==> src/rtl/lastpos_pkg.sv <==
package lastpos_pkg;
  typedef enum logic [1:0] {
    PH_IDLE = 2'd0,
    PH_COL  = 2'd1,
    PH_ROW  = 2'd2
  } phase_t;
endpackage

==> src/rtl/lastpos_tr_unit.sv <==
// Truncated-Rice (k = 0) bin generator: given the value and the bin index,
// produce the bin and flag the final bin of the string.
module lastpos_tr_unit #(
  parameter int COORD_W = 2
) (
  input  logic [COORD_W-1:0] value,
  input  logic [COORD_W-1:0] idx,
  output logic               bin,
  output logic               final_bin
);
  localparam int CMAX = (1 << COORD_W) - 1;
  localparam logic [COORD_W-1:0] CMAX_V   = COORD_W'(CMAX);
  localparam logic [COORD_W-1:0] LAST_IDX = COORD_W'(CMAX - 1);

  always_comb begin
    bin = (idx < value);
    if (value == CMAX_V) begin
      final_bin = (idx == LAST_IDX);
    end else begin
      final_bin = (idx == value);
    end
  end
endmodule

==> src/rtl/lastpos_ctrl.sv <==
// Sequencer: accepts the pair, keeps the row in a holding register and
// walks the shared unit through column then row.
module lastpos_ctrl
  import lastpos_pkg::*;
#(
  parameter int COORD_W = 2
) (
  input  logic               clk,
  input  logic               rst_n,
  input  logic               in_valid,
  input  logic [COORD_W-1:0] in_x,
  input  logic [COORD_W-1:0] in_y,
  input  logic               final_bin,
  output logic [COORD_W-1:0] cur_value,
  output logic [COORD_W-1:0] cur_idx,
  output phase_t             phase
);
  phase_t             phase_q, phase_d;
  logic [COORD_W-1:0] cur_q, cur_d;
  logic [COORD_W-1:0] idx_q, idx_d;
  logic [COORD_W-1:0] hold_q;
  logic               hold_en;
  logic               step_en;

  always_comb begin
    phase_d = phase_q;
    cur_d   = cur_q;
    idx_d   = idx_q;
    hold_en = 1'b0;
    step_en = 1'b0;
    case (phase_q)
      PH_IDLE: begin
        if (in_valid) begin
          phase_d = PH_COL;
          cur_d   = in_x;
          idx_d   = '0;
          hold_en = 1'b1;
          step_en = 1'b1;
        end
      end
      PH_COL: begin
        step_en = 1'b1;
        if (final_bin) begin
          phase_d = PH_ROW;
          cur_d   = hold_q;
          idx_d   = '0;
        end else begin
          idx_d = COORD_W'(idx_q + 1'b1);
        end
      end
      PH_ROW: begin
        step_en = 1'b1;
        if (final_bin) begin
          phase_d = PH_IDLE;
          idx_d   = '0;
        end else begin
          idx_d = COORD_W'(idx_q + 1'b1);
        end
      end
      default: begin
        phase_d = PH_IDLE;
        step_en = 1'b1;
      end
    endcase
  end

  always_ff @(posedge clk or negedge rst_n) begin
    if (!rst_n) begin
      phase_q <= PH_IDLE;
      cur_q   <= '0;
      idx_q   <= '0;
    end else if (step_en) begin
      phase_q <= phase_d;
      cur_q   <= cur_d;
      idx_q   <= idx_d;
    end
  end

  always_ff @(posedge clk or negedge rst_n) begin
    if (!rst_n) begin
      hold_q <= '0;
    end else if (hold_en) begin
      hold_q <= in_y;
    end
  end

  assign cur_value = cur_q;
  assign cur_idx   = idx_q;
  assign phase     = phase_q;
endmodule

==> src/rtl/lastpos_binarizer.sv <==
module lastpos_binarizer
  import lastpos_pkg::*;
#(
  parameter int COORD_W = 2
) (
  input  logic               clk,
  input  logic               rst_n,
  input  logic               in_valid,
  output logic               in_ready,
  input  logic [COORD_W-1:0] in_x,
  input  logic [COORD_W-1:0] in_y,
  output logic               bin_valid,
  output logic               bin_val,
  output logic               bin_coord,
  output logic               bin_last
);
  logic [COORD_W-1:0] cur_value;
  logic [COORD_W-1:0] cur_idx;
  logic               final_bin;
  logic               tr_bin;
  phase_t             phase;

  lastpos_ctrl #(.COORD_W(COORD_W)) u_ctrl (
    .clk       (clk),
    .rst_n     (rst_n),
    .in_valid  (in_valid),
    .in_x      (in_x),
    .in_y      (in_y),
    .final_bin (final_bin),
    .cur_value (cur_value),
    .cur_idx   (cur_idx),
    .phase     (phase)
  );

  lastpos_tr_unit #(.COORD_W(COORD_W)) u_tr (
    .value     (cur_value),
    .idx       (cur_idx),
    .bin       (tr_bin),
    .final_bin (final_bin)
  );

  always_comb begin
    in_ready  = (phase == PH_IDLE);
    bin_valid = (phase == PH_COL) || (phase == PH_ROW);
    bin_coord = (phase == PH_ROW);
    bin_val   = bin_valid && tr_bin;
    bin_last  = (phase == PH_ROW) && final_bin;
  end
endmodule

==> config.mk <==
export PLATFORM = sky130hd
export DESIGN_NAME = lastpos_binarizer
export DESIGN_NICKNAME = d
export VERILOG_FILES = /design/src/rtl/lastpos_pkg.sv /design/src/rtl/lastpos_tr_unit.sv /design/src/rtl/lastpos_ctrl.sv /design/src/rtl/lastpos_binarizer.sv
export SDC_FILE = /design/constraint.sdc
export NUM_CORES = 1
export LEC_CHECK = 0
export BUFFER_PORTS_ARGS = -buffer_cell sky130_fd_sc_hd__buf_2
export CELL_PAD_IN_SITES_DETAIL_PLACEMENT = 0
export CELL_PAD_IN_SITES_GLOBAL_PLACEMENT = 1
export CORE_MARGIN = 5
export CORE_UTILIZATION = 38
export DETAILED_ROUTE_END_ITERATION = 16
export GPL_TIMING_DRIVEN = 1
export PLACE_DENSITY_LB_ADDON = 0.05
export SKIP_LAST_GASP = 1
export SYNTH_ARGS = -nofsm -noshare
export SYNTH_HDL_FRONTEND = slang
export SYNTH_SLANG_ARGS = --single-unit
==> constraint.sdc <==
create_clock -name clk -period 1.8 [get_ports clk]
set_input_delay 0 -clock clk [delete_from_list [all_inputs] [get_ports clk]]
set_output_delay 0 -clock clk [all_outputs]
set_load 0.05 [all_outputs]
==> results of run 1 <==
registers in the layout, summed over array words and instances, names as in the netlist:
register and cells:
u_ctrl.phase 2, u_ctrl.hold_q 2, u_ctrl.cur_idx 2, u_ctrl.cur_value 2
cell families (layout without fill, tap and decap cells):
family | count (synthesis) | in the layout | share of synthesized area
multiplexers | 2 | 2 | 0.0404
AO/OA/AOI/OAI | 19 | 19 | 0.256
flip-flops | 8 | 8 | 0.359
AND/OR/NAND/NOR | 17 | 17 | 0.164
buffers and inverters | 7 | 24 | 0.0471
adder cells (fa/ha/maj) | 6 | 6 | 0.135
cell type report:
| cell class | instances | area (um2) |
|---|---|---|
| Clock buffer | 3 | 22.5 |
| Fill cell | 140 | 661 |
| Inverter | 7 | 26.3 |
| Multi-Input combinational cell | 44 | 337 |
| Sequential cell | 8 | 200 |
| Tap cell | 15 | 18.8 |
| Timing Repair Buffer | 14 | 85.1 |
cell usage after synthesis:
cell type and count:
a21oi_1 1, a22oi_1 3, a31o_4 1, a31oi_1 1
a31oi_4 1, and2_1 1, and3_4 1, dfrtp_1 8
ha_1 6, inv_1 6, inv_2 1, mux2_1 2
nand2_1 7, nand2_2 1, nand2b_1 3, nand3_1 1
nor2_1 1, nor2b_1 1, nor3b_1 1, o211ai_1 2
o21ai_0 4, o21ai_1 4, o31ai_1 2
routing by layer:
metal,global-route usage,share of wire,vias up
met4,0.0138,0,0
li1,-,-,248
met1,0.144,0.52,222
met5,0,0,-
met3,0.0398,0.069,0
met2,0.159,0.41,10
worst reg2reg max path: stages (launching register included):
cell      delay, ns
dfrtp_1        0.38
inv_1          0.11
ha_1           0.30
inv_2          0.06
o21ai_0        0.22
o211ai_1       0.13
a22oi_1        0.14
layout by cell type, fill, tap and decap left out, types with 2 or more instances in the layout:
| cell type | n |
|---|---|
| buf_2 | 11 |
| inv_1 | 6 |
| mux2_1 | 2 |
| dfrtp_1 | 8 |
| nand2_1 | 7 |
| o21ai_1 | 4 |
| o21ai_0 | 4 |
| ha_1 | 6 |
| o31ai_1 | 2 |
| nand2b_1 | 3 |
| a22oi_1 | 3 |
| clkbuf_4 | 3 |
| o211ai_1 | 2 |
| dlygate4sd3_1 | 3 |
stage by stage:
stage | hold WS [ns] | area (um2) | instances | utilization | setup slack [ns]
6_report | 0.0638 | 689 | 91 | 0.511 | 0.112
3_5_place_dp | -0.138 | 637 | 85 | 0.472 | 0.379
4_1_cts | 0.0610 | 689 | 91 | 0.511 | 0.105
5_1_grt | 0.0687 | 689 | 91 | 0.511 | 0.0408
2_1_floorplan | -0.296 | 563 | 59 | - | 0.0648
3_3_place_gp | -0.138 | 637 | 85 | 0.472 | 0.371
worst max-delay path by stage:
stage	startpoint	end	slack, ns	cells after the start
final	u_ctrl.cur_value[1]$_DFFE_PN0P_	bin_last	0.11	5
after global routing	u_ctrl.cur_value[1]$_DFFE_PN0P_	bin_last	0.04	5
after CTS	u_ctrl.cur_value[1]$_DFFE_PN0P_	bin_last	0.11	5
after detailed placement	u_ctrl.cur_value[1]$_DFFE_PN0P_	bin_last	0.38	5
after global placement	u_ctrl.cur_idx[0]$_DFFE_PN0P_	u_ctrl.cur_value[0]$_DFFE_PN0P_	0.37	6
after floorplan	u_ctrl.phase[1]$_DFFE_PN0P_	bin_val	0.06	3
repair_timing:
action / in CTS / in global routing
resized for setup: 0 / 0
hold buffers: 3 / 0
endpoints found under the setup margin: 0 / 0
endpoints found under the hold margin: 10 / 0
==> impl_results.md, run 1 <==
* Status: finished clean
* CTS buffer count at 3
* ANT cells at 0
* GRT Total Usage at 0.105
* Mapped Cells at 59
* Worst slew margin at 0.798
* Site row count at 13
* Hold path depth at 3
* Seq cells post-synth at 8
* Post-synthesis cell type count at 23
* Final setup viols at 0
* Die Y at 48.3 um
* Crit-path max FO at 5
* R2R setup slack at 0.38 ns
* RR Endpoint: u_ctrl.cur_value[1]$_DFFE_PN0P_
* CP max stage delay at 0.37 ns
* Die ar. at 2330 um2
* Final WL at 1120 um
* WP buf/inv at 2
* R2R cell count at 6
* Die width at 48.3 um
* Drt pass-1 iters at 3
* Fin Setup TNS at 0 ns
* DRC viols at 0
* Num Clock Sinks at 8
* GP Congestion at 0.673
* Worst-path clk slew at 0.06 ns
* Final slew viol count at 0
* DP HPWL at 910 um
* CP arrival at 1.69 ns
* Initial core utilization at 0.413
* CTS tree: yes
* P&R area growth vs syn at 23.5%
* Core area at 1350 um2
* CP required at 1.80 ns
* Root Driver: clkbuf_4
* First-pass GRT wire length at 2100 um
* Post-synthesis sequential area ratio at 0.359
* Top-area cell type share of the netlist area at 0.359
* Clock Skews at 0.00124 ns
* Min-Delay Endpoint: u_ctrl.phase[0]$_DFFE_PN0P_
* Setup Buffers After CTS at 0
* Fraction of layout cells with a size suffix above 1 at 0.263
* Vias/cell at 5.27
* Fmax at 593 MHz
* Post-Syn Nets at 72
* Port Buf Inserts at 11
* Worst Hold Launch: in_valid
* WL/cell at 12.3 um
* Top post-synthesis cells by area: dfrtp_1 (36%), ha_1 (13%), nand2_1 (4.7%), a22oi_1 (4.0%), inv_1 (4.0%)
* Detail Route Antenna Nets at 0
* Critical Path, Cell by Cell: inv_1, ha_1, a31o_4, and2_1, buf_2
* Initial DRC Count at 7
* Pin slew with the least headroom to its limit at 0.302 ns
* Period utilisation layout at 0.938
* Critical path capture point type: output port
* Reg-to-reg critical path startpoint: u_ctrl.phase[0]$_DFFE_PN0P_
* Period minus WS final at 1.69 ns
* Yosys warns at 0
* Worst skew pair latency at 0.25 ns
* Synth area leader: dfrtp_1
* Final #Nets at 91
* Startpoint Class: register
* Worst setup path category: register to output port
* RSZ-0062 raised after global routing: no
* Hold Path Class: primary input to register
* Crit path max-delay family: flip-flops
* Htree depth at 1
* Final hold vios at 0
* DR vias at 480
* I/O pin cnt at 12
* Syn_area_per_cell at 9.46 um2
* Vias in the first global route at 480
* Largest net degree at the start of global routing at 10
* Antenna violations before repair at 0
* Mapped Area at 558 um2
* Crit-path slowest cell: dfrtp_1
* Max_cap viols at 0
* Global route overflow at 0
* Clock buffer depth at 2
Power of run 1 is left out: the tool's default activity adds up to more than one toggle a clock period on the data nets, which glitch-free logic cannot reach.
==> run 2, diff against run 1 <==
--- a/config.mk
+++ b/config.mk
@@ -10,6 +10,7 @@
 export CELL_PAD_IN_SITES_GLOBAL_PLACEMENT = 1
 export CORE_MARGIN = 5
 export CORE_UTILIZATION = 38
+export CTS_BUF_LIST = sky130_fd_sc_hd__clkbuf_16
 export DETAILED_ROUTE_END_ITERATION = 16
 export GPL_TIMING_DRIVEN = 1
 export PLACE_DENSITY_LB_ADDON = 0.05
==> impl_results.md, run 2 (same netlist as run 1, synthesis figures left out) <==
* Hold Path Class: primary input to register (unchanged)
* Final hold vios at 0 (unchanged)
* Die width at 48.3 um (unchanged)
* Core area at 1350 um2 (unchanged)
* Die ar. at 2330 um2 (unchanged)
* Clock Skews at 0.00202 ns (was 0.00124 ns)
* Setup Buffers After CTS at 0 (unchanged)
* Initial DRC Count at 5 (was 7)
* DR vias at 483 (was 480)
* Root Driver: clkbuf_16 (was clkbuf_4)
* Hold path depth at 3 (unchanged)
* Site row count at 13 (unchanged)
* Critical Path, Cell by Cell: inv_1, ha_1, a31o_4, and2_1, buf_2 (unchanged)
* Port Buf Inserts at 11 (unchanged)
* Final #Nets at 91 (unchanged)
* Fraction of layout cells with a size suffix above 1 at 0.263 (unchanged)
* Die Y at 48.3 um (unchanged)
* WL met3 at 83 um (was 77 um)
* Worst Hold Launch: in_valid (unchanged)
* First-pass GRT wire length at 2120 um (was 2100 um)
* Dpl cells at 85 (unchanged)
* RR Endpoint: u_ctrl.cur_value[1]$_DFFE_PN0P_ (unchanged)
* Period utilisation layout at 0.919 (was 0.938)
* GRT Total Usage at 0.110 (was 0.105)
* Register area at 200 um2 (unchanged)
* DP HPWL at 910 um (unchanged)
* Worst setup path category: register to output port (unchanged)
* Final setup viols at 0 (unchanged)
* CP required at 1.80 ns (about the same)
* WP buf/inv at 2 (unchanged)
* Initial core utilization at 0.413 (unchanged)
* Worst slew margin at 0.798 (about the same)
* CTS resizes at 0 (unchanged)
* Final WL at 1120 um (about the same)
* CP arrival at 1.66 ns (was 1.69 ns)
* Min-Delay Endpoint: u_ctrl.phase[0]$_DFFE_PN0P_ (unchanged)
* DRC viols at 0 (unchanged)
* Fmax at 604 MHz (was 593 MHz)
* WL/cell at 12.3 um (about the same)
* Reg-to-reg critical path startpoint: u_ctrl.phase[0]$_DFFE_PN0P_ (unchanged)
* Pin slew with the least headroom to its limit at 0.303 ns (was 0.302 ns)
* Detail Route Antenna Nets at 0 (unchanged)
* Max_cap viols at 0 (unchanged)
* Highest Signal Layer: met3 (unchanged)
* Drt pass-1 iters at 2 (was 3)
* Worst-path clk slew at 0.04 ns (was 0.06 ns)
* Most common cell after layout, fill and taps aside: buf_2 (unchanged)
* GP Congestion at 0.673 (unchanged)
* Htree depth at 1 (unchanged)
* Period minus WS final at 1.66 ns (was 1.69 ns)
* P&R area growth vs syn at 33.0% (was 23.5%)
* Crit-path max FO at 5 (unchanged)
* CTS tree: yes (unchanged)
* ANT cells at 0 (unchanged)
* Crit-path slowest cell: ha_1 (was dfrtp_1)
* CTS buffer count at 3 (unchanged)
* Status: finished clean (unchanged)
* WL met2 at 479 um (was 461 um)
* Startpoint Class: register (unchanged)
* I/O pin cnt at 12 (unchanged)
* R2R cell count at 6 (unchanged)
* Area occupied by multi-input gates at 337 um2 (unchanged)
* Most frequent cells in the layout: buf_2 (11), dfrtp_1 (8), nand2_1 (7), inv_1 (6), ha_1 (6) (unchanged)
* Num Clock Sinks at 8 (unchanged)
* Vias in the first global route at 496 (was 480)
* Fill count at 135 (was 140)
* R2R setup slack at 0.38 ns (about the same)
* WL met1 at 560 um (was 576 um)
* Layout Cells excl Fill at 91 (unchanged)
* Global route overflow at 0 (unchanged)
* Antenna violations before repair at 0 (unchanged)
* Largest net degree at the start of global routing at 10 (unchanged)
* Final slew viol count at 0 (unchanged)
* Clock buffer depth at 2 (unchanged)
* Crit path max-delay family: adder cells (was flip-flops)
* Worst skew pair latency at 0.23 ns (was 0.25 ns)
* CP max stage delay at 0.37 ns (about the same)
* Vias/cell at 5.31 (was 5.27)
* RSZ-0062 raised after global routing: no (unchanged)
* Fin Setup TNS at 0 ns (unchanged)
* Critical path capture point type: output port (unchanged)
[run 2: cell counts in the layout (fill, tap and decap cells not counted)]
No cell type changed its count.
[run 2: stage by stage]
stage               area, um2  worst slack (ns)  hold WS, ns  utilization
floorplan                 563            0.0648       -0.296            -
global placement          637             0.371       -0.138        0.472
detailed placement        637             0.379       -0.138        0.472
CTS                       742             0.130       0.0844        0.550
global route              742            0.0767        0.105        0.550
finish                    742             0.145       0.0798        0.550
[run 2: final cells by class]
type,count,area share
Clock buffer,3,0.101
Inverter,7,0.0354
Multi-Input combinational cell,44,0.454
Sequential cell,8,0.270
Tap cell,15,0.0253
Timing Repair Buffer,14,0.115
[run 2: routing by layer]
metal | global-route usage | vias to the layer above
li1 | - | 246
met1 | 0.141 | 225
met2 | 0.165 | 12
met3 | 0.0398 | 0
met4 | 0.0415 | 0
met5 | 0 | -
[run 2: worst max path at each step]
stage	end	from	cells after the start
2_1_floorplan	bin_val	u_ctrl.phase[1]$_DFFE_PN0P_	3
3_3_place_gp	u_ctrl.cur_value[0]$_DFFE_PN0P_	u_ctrl.cur_idx[0]$_DFFE_PN0P_	6
3_5_place_dp	bin_last	u_ctrl.cur_value[1]$_DFFE_PN0P_	5
4_1_cts	bin_last	u_ctrl.cur_value[1]$_DFFE_PN0P_	5
5_1_grt	bin_last	u_ctrl.cur_value[1]$_DFFE_PN0P_	5
6_report	bin_last	u_ctrl.cur_value[1]$_DFFE_PN0P_	5
[run 2: worst reg2reg max path, delay by kind of cell (launching register included)]
kind                       cells  cell delay (ns)
adders and majority gates      1             0.30
AOI/OAI and AO/OA              3             0.49
buffers and inverters          2             0.17
DFF                            1             0.37
[run 2: timing repair]
action                                  CTS  global route
endpoints found under the hold margin    10             0
hold buffers                              3             0
endpoints found under the setup margin    0             0
Power of run 2 is left out for the same reason.
